===== src/rtl/mdm_pkg.sv =====
package mdm_pkg;
  localparam int NLINES = 4;
  // line index within the packed line vector
  localparam int L_CTS = 0;
  localparam int L_DSR = 1;
  localparam int L_RI  = 2;
  localparam int L_DCD = 3;
  // lines whose change flag fires only on a 0->1 transition
  localparam logic [NLINES-1:0] RISE_ONLY_MASK = 4'b0100;
  localparam int STW = 2 * NLINES;
endpackage


===== src/rtl/mdm_sync.sv =====
module mdm_sync #(
  parameter int WIDTH  = 4,
  parameter int STAGES = 2,
  parameter logic RST_VAL = 1'b1
) (
  input  logic             clk,
  input  logic             rst,
  input  logic [WIDTH-1:0] din,
  output logic [WIDTH-1:0] dout
);
  logic [WIDTH-1:0] chain [STAGES];

  always_ff @(posedge clk) begin
    if (rst) begin
      for (int i = 0; i < STAGES; i++) chain[i] <= {WIDTH{RST_VAL}};
    end else begin
      chain[0] <= din;
      for (int i = 1; i < STAGES; i++) chain[i] <= chain[i-1];
    end
  end

  assign dout = chain[STAGES-1];
endmodule


===== src/rtl/mdm_delta.sv =====
module mdm_delta #(
  parameter int WIDTH = 4,
  parameter logic [WIDTH-1:0] RISE_ONLY = '0
) (
  input  logic             clk,
  input  logic             rst,
  input  logic [WIDTH-1:0] line_s,
  input  logic             clr,
  output logic [WIDTH-1:0] level_q,
  output logic [WIDTH-1:0] evt,
  output logic [WIDTH-1:0] flag_q,
  output logic [WIDTH-1:0] flag_nxt
);
  genvar g;
  generate
    for (g = 0; g < WIDTH; g++) begin : g_line
      if (RISE_ONLY[g]) begin : g_rise
        assign evt[g] = line_s[g] & ~level_q[g];
      end else begin : g_any
        assign evt[g] = line_s[g] ^ level_q[g];
      end
    end
  endgenerate

  // a fresh event wins over a simultaneous clear
  assign flag_nxt = (flag_q & ~{WIDTH{clr}}) | evt;

  always_ff @(posedge clk) begin
    if (rst) begin
      level_q <= '1;
      flag_q  <= '0;
    end else begin
      level_q <= line_s;
      flag_q  <= flag_nxt;
    end
  end
endmodule


===== src/rtl/mdm_status_det.sv =====
module mdm_status_det
  import mdm_pkg::*;
#(
  parameter int SYNC_STAGES = 2
) (
  input  logic           clk,
  input  logic           rst,
  input  logic           cts_n,
  input  logic           dsr_n,
  input  logic           ri_n,
  input  logic           dcd_n,
  input  logic           rd_stb,
  output logic [STW-1:0] status_q,
  output logic           irq_q
);
  logic [NLINES-1:0] raw_lines;
  logic [NLINES-1:0] sync_lines;
  logic [NLINES-1:0] level_q;
  logic [NLINES-1:0] edge_evt;
  logic [NLINES-1:0] flag_q;
  logic [NLINES-1:0] flag_nxt;

  assign raw_lines[L_CTS] = cts_n;
  assign raw_lines[L_DSR] = dsr_n;
  assign raw_lines[L_RI]  = ri_n;
  assign raw_lines[L_DCD] = dcd_n;

  mdm_sync #(.WIDTH(NLINES), .STAGES(SYNC_STAGES), .RST_VAL(1'b1)) u_sync (
    .clk (clk),
    .rst (rst),
    .din (raw_lines),
    .dout(sync_lines)
  );

  mdm_delta #(.WIDTH(NLINES), .RISE_ONLY(RISE_ONLY_MASK)) u_delta (
    .clk     (clk),
    .rst     (rst),
    .line_s  (sync_lines),
    .clr     (rd_stb),
    .level_q (level_q),
    .evt     (edge_evt),
    .flag_q  (flag_q),
    .flag_nxt(flag_nxt)
  );

  assign status_q = {~level_q, flag_q};

  always_ff @(posedge clk) begin
    if (rst) irq_q <= 1'b0;
    else     irq_q <= |flag_nxt;
  end
endmodule


===== config.mk =====
export PLATFORM = sky130hd
export DESIGN_NAME = mdm_status_det
export DESIGN_NICKNAME = d
export VERILOG_FILES = /design/src/rtl/mdm_pkg.sv /design/src/rtl/mdm_sync.sv /design/src/rtl/mdm_delta.sv /design/src/rtl/mdm_status_det.sv
export SDC_FILE = /design/constraint.sdc
export NUM_CORES = 1
export LEC_CHECK = 0
export CAP_MARGIN = 20
export CORE_AREA = 2 2 39 41
export DETAILED_ROUTE_END_ITERATION = 6
export DIE_AREA = 0 0 41 43
export GPL_TIMING_DRIVEN = 0
export PLACE_DENSITY = 0.69
export SLEW_MARGIN = 20
export SYNTH_ARGS = -nofsm -noshare
export SYNTH_HDL_FRONTEND = slang
export SYNTH_SLANG_ARGS = --single-unit

===== constraint.sdc =====
create_clock -name clk -period 1.5 [get_ports clk]
set_clock_uncertainty 0.15 [all_clocks]
set_input_delay 0.3 -clock clk [delete_from_list [all_inputs] [get_ports clk]]
set_output_delay 0.3 -clock clk [all_outputs]
set_load 0.05 [all_outputs]

After elaboration in Yosys (flattened, before gate mapping)
Memory sizes are Yosys's and may differ from the RTL's.
Index checks and enable logic that the tools add are counted.
W data, S select, Z words.

cells by class
  $add $sub $neg = 0
  multiply operators = 0
  div/mod/pow operators = 0
  magnitude comparators = 0
  eq/ne operators = 0
  shift-type cells = 0
  muxes and demuxes = 5
  bitwise gates (word level) = 11
  reduce and logical (&&, ||, !) cells = 1

operators by type and width
  operator          number
  $mux W4           2
  $not A4 Y4        2
  $and A4 B4 Y4     1
  $or A4 B4 Y4      1
  $reduce_or A4 Y1  1
  $mux W1           3
  $xor A1 B1 Y1     3
  $or A1 B1 Y1      2
  $and A1 B1 Y1     1
  $not A1 Y1        1

word-level totals
  register bits = 9
  bits in latches = 0
  RAM bits = 8
  ROM bits = 0
  bits of input ports = 7
  logic and storage cells = 21
  memories kept = 1

memory list
  memory        words  width  rd ports  clocked after Yosys merged registers in  write ports  line            source
  u_sync.chain  2      4      2         0                                        2            mdm_sync.sv:11  logic [WIDTH-1:0] chain [STAGES];

Longest topological paths before layout
Gate-level depths: netlist of the first run.

  word-level depth = 4
  mapped depth = 3
  mapped depth without buffers = 3

Cells and area by module
From an unflattened synthesis of the first run, not the netlist that was laid out.

unflattened totals
  cells, all modules = 59
  area, all modules = 578.1 µm²

modules (own cells, without submodules)
  module          times used  cells an instance  area an instance (µm²)  sequential area each (µm²)
  mdm_delta       1           32                 292.8                   160.2
  mdm_sync        1           20                 240.2                   160.2
  mdm_status_det  1           7                  45.0                    20.0

Worst setup path after synthesis of the first run
OpenSTA, ideal clock, no wires.

  path type = reg-to-reg
  start = register u_delta.flag_q[3]
  end = register irq_q
  data arrival time = 0.970 ns
  data required time = 1.273 ns
  setup slack = 0.304 ns
  cell stages (with the launch flop) = 3
  path buffers = 0
  period minus slack after synthesis = 1.196 ns
  path through = dfxtp_1 > a21oi_1 > a41oi_2

on the way
  cells in the longest elaborated chain, start to end = 3

ends and longest elaborated chain
  element                   line                  source
  start: declaration        mdm_delta.sv:11       output logic [WIDTH-1:0] flag_q,
  start signal: assignment  mdm_delta.sv:34       flag_q <= flag_nxt;
  $and A4 B4 Y4             mdm_delta.sv:26       assign flag_nxt = (flag_q & ~{WIDTH{clr}}) | evt;
  $or A4 B4 Y4              mdm_delta.sv:26
  $reduce_or A4 Y1          mdm_status_det.sv:50  else irq_q <= |flag_nxt;
  end signal: assignment    mdm_status_det.sv:50
  end: declaration          mdm_status_det.sv:14  output logic irq_q

Every way passes these cells.
A chain may end at the register's enable or synchronous reset.

Worst setup path after layout of the first run
  start = register u_delta.level_q[1]
  end = output port status_q[5]

on the way
  cells in the longest elaborated chain, start to end = 1

ends and longest elaborated chain
  element                   line                  source
  start: declaration        mdm_delta.sv:9        output logic [WIDTH-1:0] level_q,
  start signal: assignment  mdm_delta.sv:33       level_q <= line_s;
  $not A4 Y4                mdm_status_det.sv:46  assign status_q = {~level_q, flag_q};
  end: declaration          mdm_status_det.sv:13  output logic [STW-1:0] status_q,

Every way passes these cells.

==> impl_metrics.ini, run 1 <==
[route]
drt_iter0_drc = 4
wl_per_cell_um = 9.78
drtAntennaViolNets = 0
wl_um = 802
vias_per_cell = 4.28
num_vias = 351
drt_first_pass_iters = 2
drc = 0

[job]
max_cap_viol_count = 0

[min_path]
hp-class = register to register

[die]
chipHeight_um = 43
dieArea_um2 = 1760
pin_count = 16
die_w_um = 41
start_util_pct = 37.5
core_um2 = 1380
core.rowCount = 14

[clocking]
clk_latency_ns = 0.28
cts_max_path_buffers = 2
cts.sinks = 17
cts_tree = done
ctsHoldBuffers = 0
cts_made_buffers = 3
cts_max_level = 1
root_buffer = clkbuf_4
clkTransAtPathRegs_ns = 0.09
post_cts_buffers = 0

[logic_synthesis]
synth_area_per_cell_um2 = 11.0
netlist_area_um2 = 519
ys_types = 10
ys.flop_type = dfxtp_1
ys_ff_latch = 17
synth-seq-area-share_pct = 65.5
postSynth.asyncResetShare_pct = 0
synth_edf_count = 0
yosys_warnings = 0
synth.top_cell.area_share_pct = 65.5
syn-instance-count = 47
synth.net_count = 54
synthTopCellsByArea = dfxtp_1 (66%), or2_2 (8.4%), or2_1 (6.0%)
synthTopCellsByCount = dfxtp_1 (17), or2_2 (7), inv_1 (5), or2_1 (5), nor2_1 (4)
yosys.area.top_type = dfxtp_1
yosysMostFrequentCell = dfxtp_1

[final_layout]
nFillCells = 139
design_area_um2 = 707
areaGrowthSynthToFinish_pct = 36.1
post-route-util_pct = 51.1
final_nets = 74
layout-drive-gt1-share_pct = 33.3
diodes = 0

[critical_path]
critPathCapture = status_q[5]
crit_required_ns = 1.05
arrival_ns = 1.02
path_class = register to primary output
r2r_end = irq_q
crit_start = u_delta.level_q[1]
cp_max_fo = 2
rrSetupSlack_ns = 0.43
startpoint_type = register
ff2ff_path_depth = 3
cp-end-kind = primary output
reg2reg_from = u_sync.chain[0][7]

[sta]
maxSlewViolCount = 0
finalCritPeriodShare_pct = 97.8
hold_viol = 0
finalCriticalPeriod_ns = 1.47
relSlewSlack_pct = 81.4
setup_viol = 0
fmax_mhz = 682
rsz0062_at_grt = false
worstMarginPinSlew_ns = 0.281

[placed_design]
placed_cell_area_um2 = 689
io_buffers = 15
gp_congestion = 0.607
dp_hpwl_um = 568

[power]
leakagePower_nw = 0.313
power_density_nw_per_um2 = 1160
finalPower_w = 0.000824
ir_worst_vdd_v = 0.000566

[global_route]
grt_first_pass_wirelength_um = 1260
grt.overflow.total = 0
grt_max_degree = 11
grt_pass1_vias = 322
antenna_found_initial = 0
grt.total_usage_pct = 10.7

[status]
status = finished clean
## cells by family (layout without fill, tap and decap cells)
family	count (synthesis)	after routing	synth area share, %
buffers and inverters	6	25	4.58
DFF	17	17	65.5
and+or+nand+nor	16	16	17.3
xor gates and xnor gates	3	3	5.06
AOI/OAI and AO/OA	5	5	7.47
## placed cells by master, fill, tap and decap left out
cell,count
xor2_1,3
clkdlybuf4s15_2,4
a41oi_2,1
inv_1,5
buf_2,4
clkdlybuf4s50_1,6
dfxtp_1,17
clkbuf_4,3
clkdlybuf4s18_2,2
a21oi_1,3
or2_1,5
or2_2,7
clkinv_2,1
nor2_1,4
a22oi_1,1
## sequential cells by signal, summed over array words and instances (netlist names)
register	count
u_sync.chain	8
u_delta.flag_q	4
u_delta.level_q	4
irq_q	1
## where the power goes
group | total, W | switching [W] | internal, W
clock | 0.000237 | 0.000138 | 0.0000991
sequential | 0.000480 | 0.00000800 | 0.000472
combinational | 0.000106 | 0.0000634 | 0.0000427
total | 0.000824 | 0.000209 | 0.000614
## worst min-delay path by stage
stage / startpoint / to / slack (ns) / depth (start not counted)
after floorplan: u_sync.chain[0][0] / u_sync.chain[0][4] / 0.24 / 1
after global placement: u_sync.chain[0][1] / u_sync.chain[0][5] / 0.24 / 1
after detailed placement: u_sync.chain[0][0] / u_sync.chain[0][4] / 0.25 / 1
after CTS: u_sync.chain[0][0] / u_sync.chain[0][4] / 0.27 / 1
after global routing: u_sync.chain[0][1] / u_sync.chain[0][5] / 0.28 / 1
final: u_sync.chain[0][0] / u_sync.chain[0][4] / 0.27 / 1
## final cells by class
class | count | area [µm²] | area share [%]
well taps | 16 | 20.0 | 2.83
repair buffers | 15 | 140 | 19.8
plain buffers | 1 | 5.00 | 0.708
flip-flops and latches | 17 | 340 | 48.1
clock buffers | 3 | 22.5 | 3.19
inverters | 5 | 18.8 | 2.65
multi-input cells | 24 | 155 | 21.9
clock inverters | 1 | 5.00 | 0.708
## worst max-delay path, stage by stage (launching register included)
cell	delay, ns
dfxtp_1	0.36
inv_1	0.04
clkdlybuf4s18_2	0.33
## what timing repair did
action / CTS / global route
endpoints found under the setup margin: 9 / 5
pin swaps: 0 / 0
cloned: 0 / 0
resized for setup: 27 / 8
## routing by layer
layer  global-route usage (%)  routed length (µm)  share of wire (%)  up-vias
li1                         -                   -                  -      181
met1                     12.7                 351                 44      154
met2                     16.3                 380                 47       14
met3                     3.14                  56                7.0        2
met4                     6.00                  13                1.6        0
met5                        0                   0                  0        -
## per-stage QoR
step	setup TNS [ns]	cells	hold WS [ns]	setup WS (ns)
detailed placement	-0.835	78	0.247	-0.102
CTS	0	82	0.272	0.00690
floorplan	0	47	0.239	0.304
global route	0	82	0.283	0.000984
global placement	-0.695	78	0.242	-0.0832
finish	0	82	0.268	0.0328
No activity file was read; power rests on OpenSTA's default activity.
==> run 2, diff against run 1 <==
--- a/config.mk
+++ b/config.mk
@@ -7,6 +7,7 @@
 export LEC_CHECK = 0
 export CAP_MARGIN = 20
 export CORE_AREA = 2 2 39 41
+export CTS_CLUSTER_DIAMETER = 80
 export DETAILED_ROUTE_END_ITERATION = 6
 export DIE_AREA = 0 0 41 43
 export GPL_TIMING_DRIVEN = 0
==> results of run 2 <==
The final DEF is identical to that of run 1; final timing and power are the same.
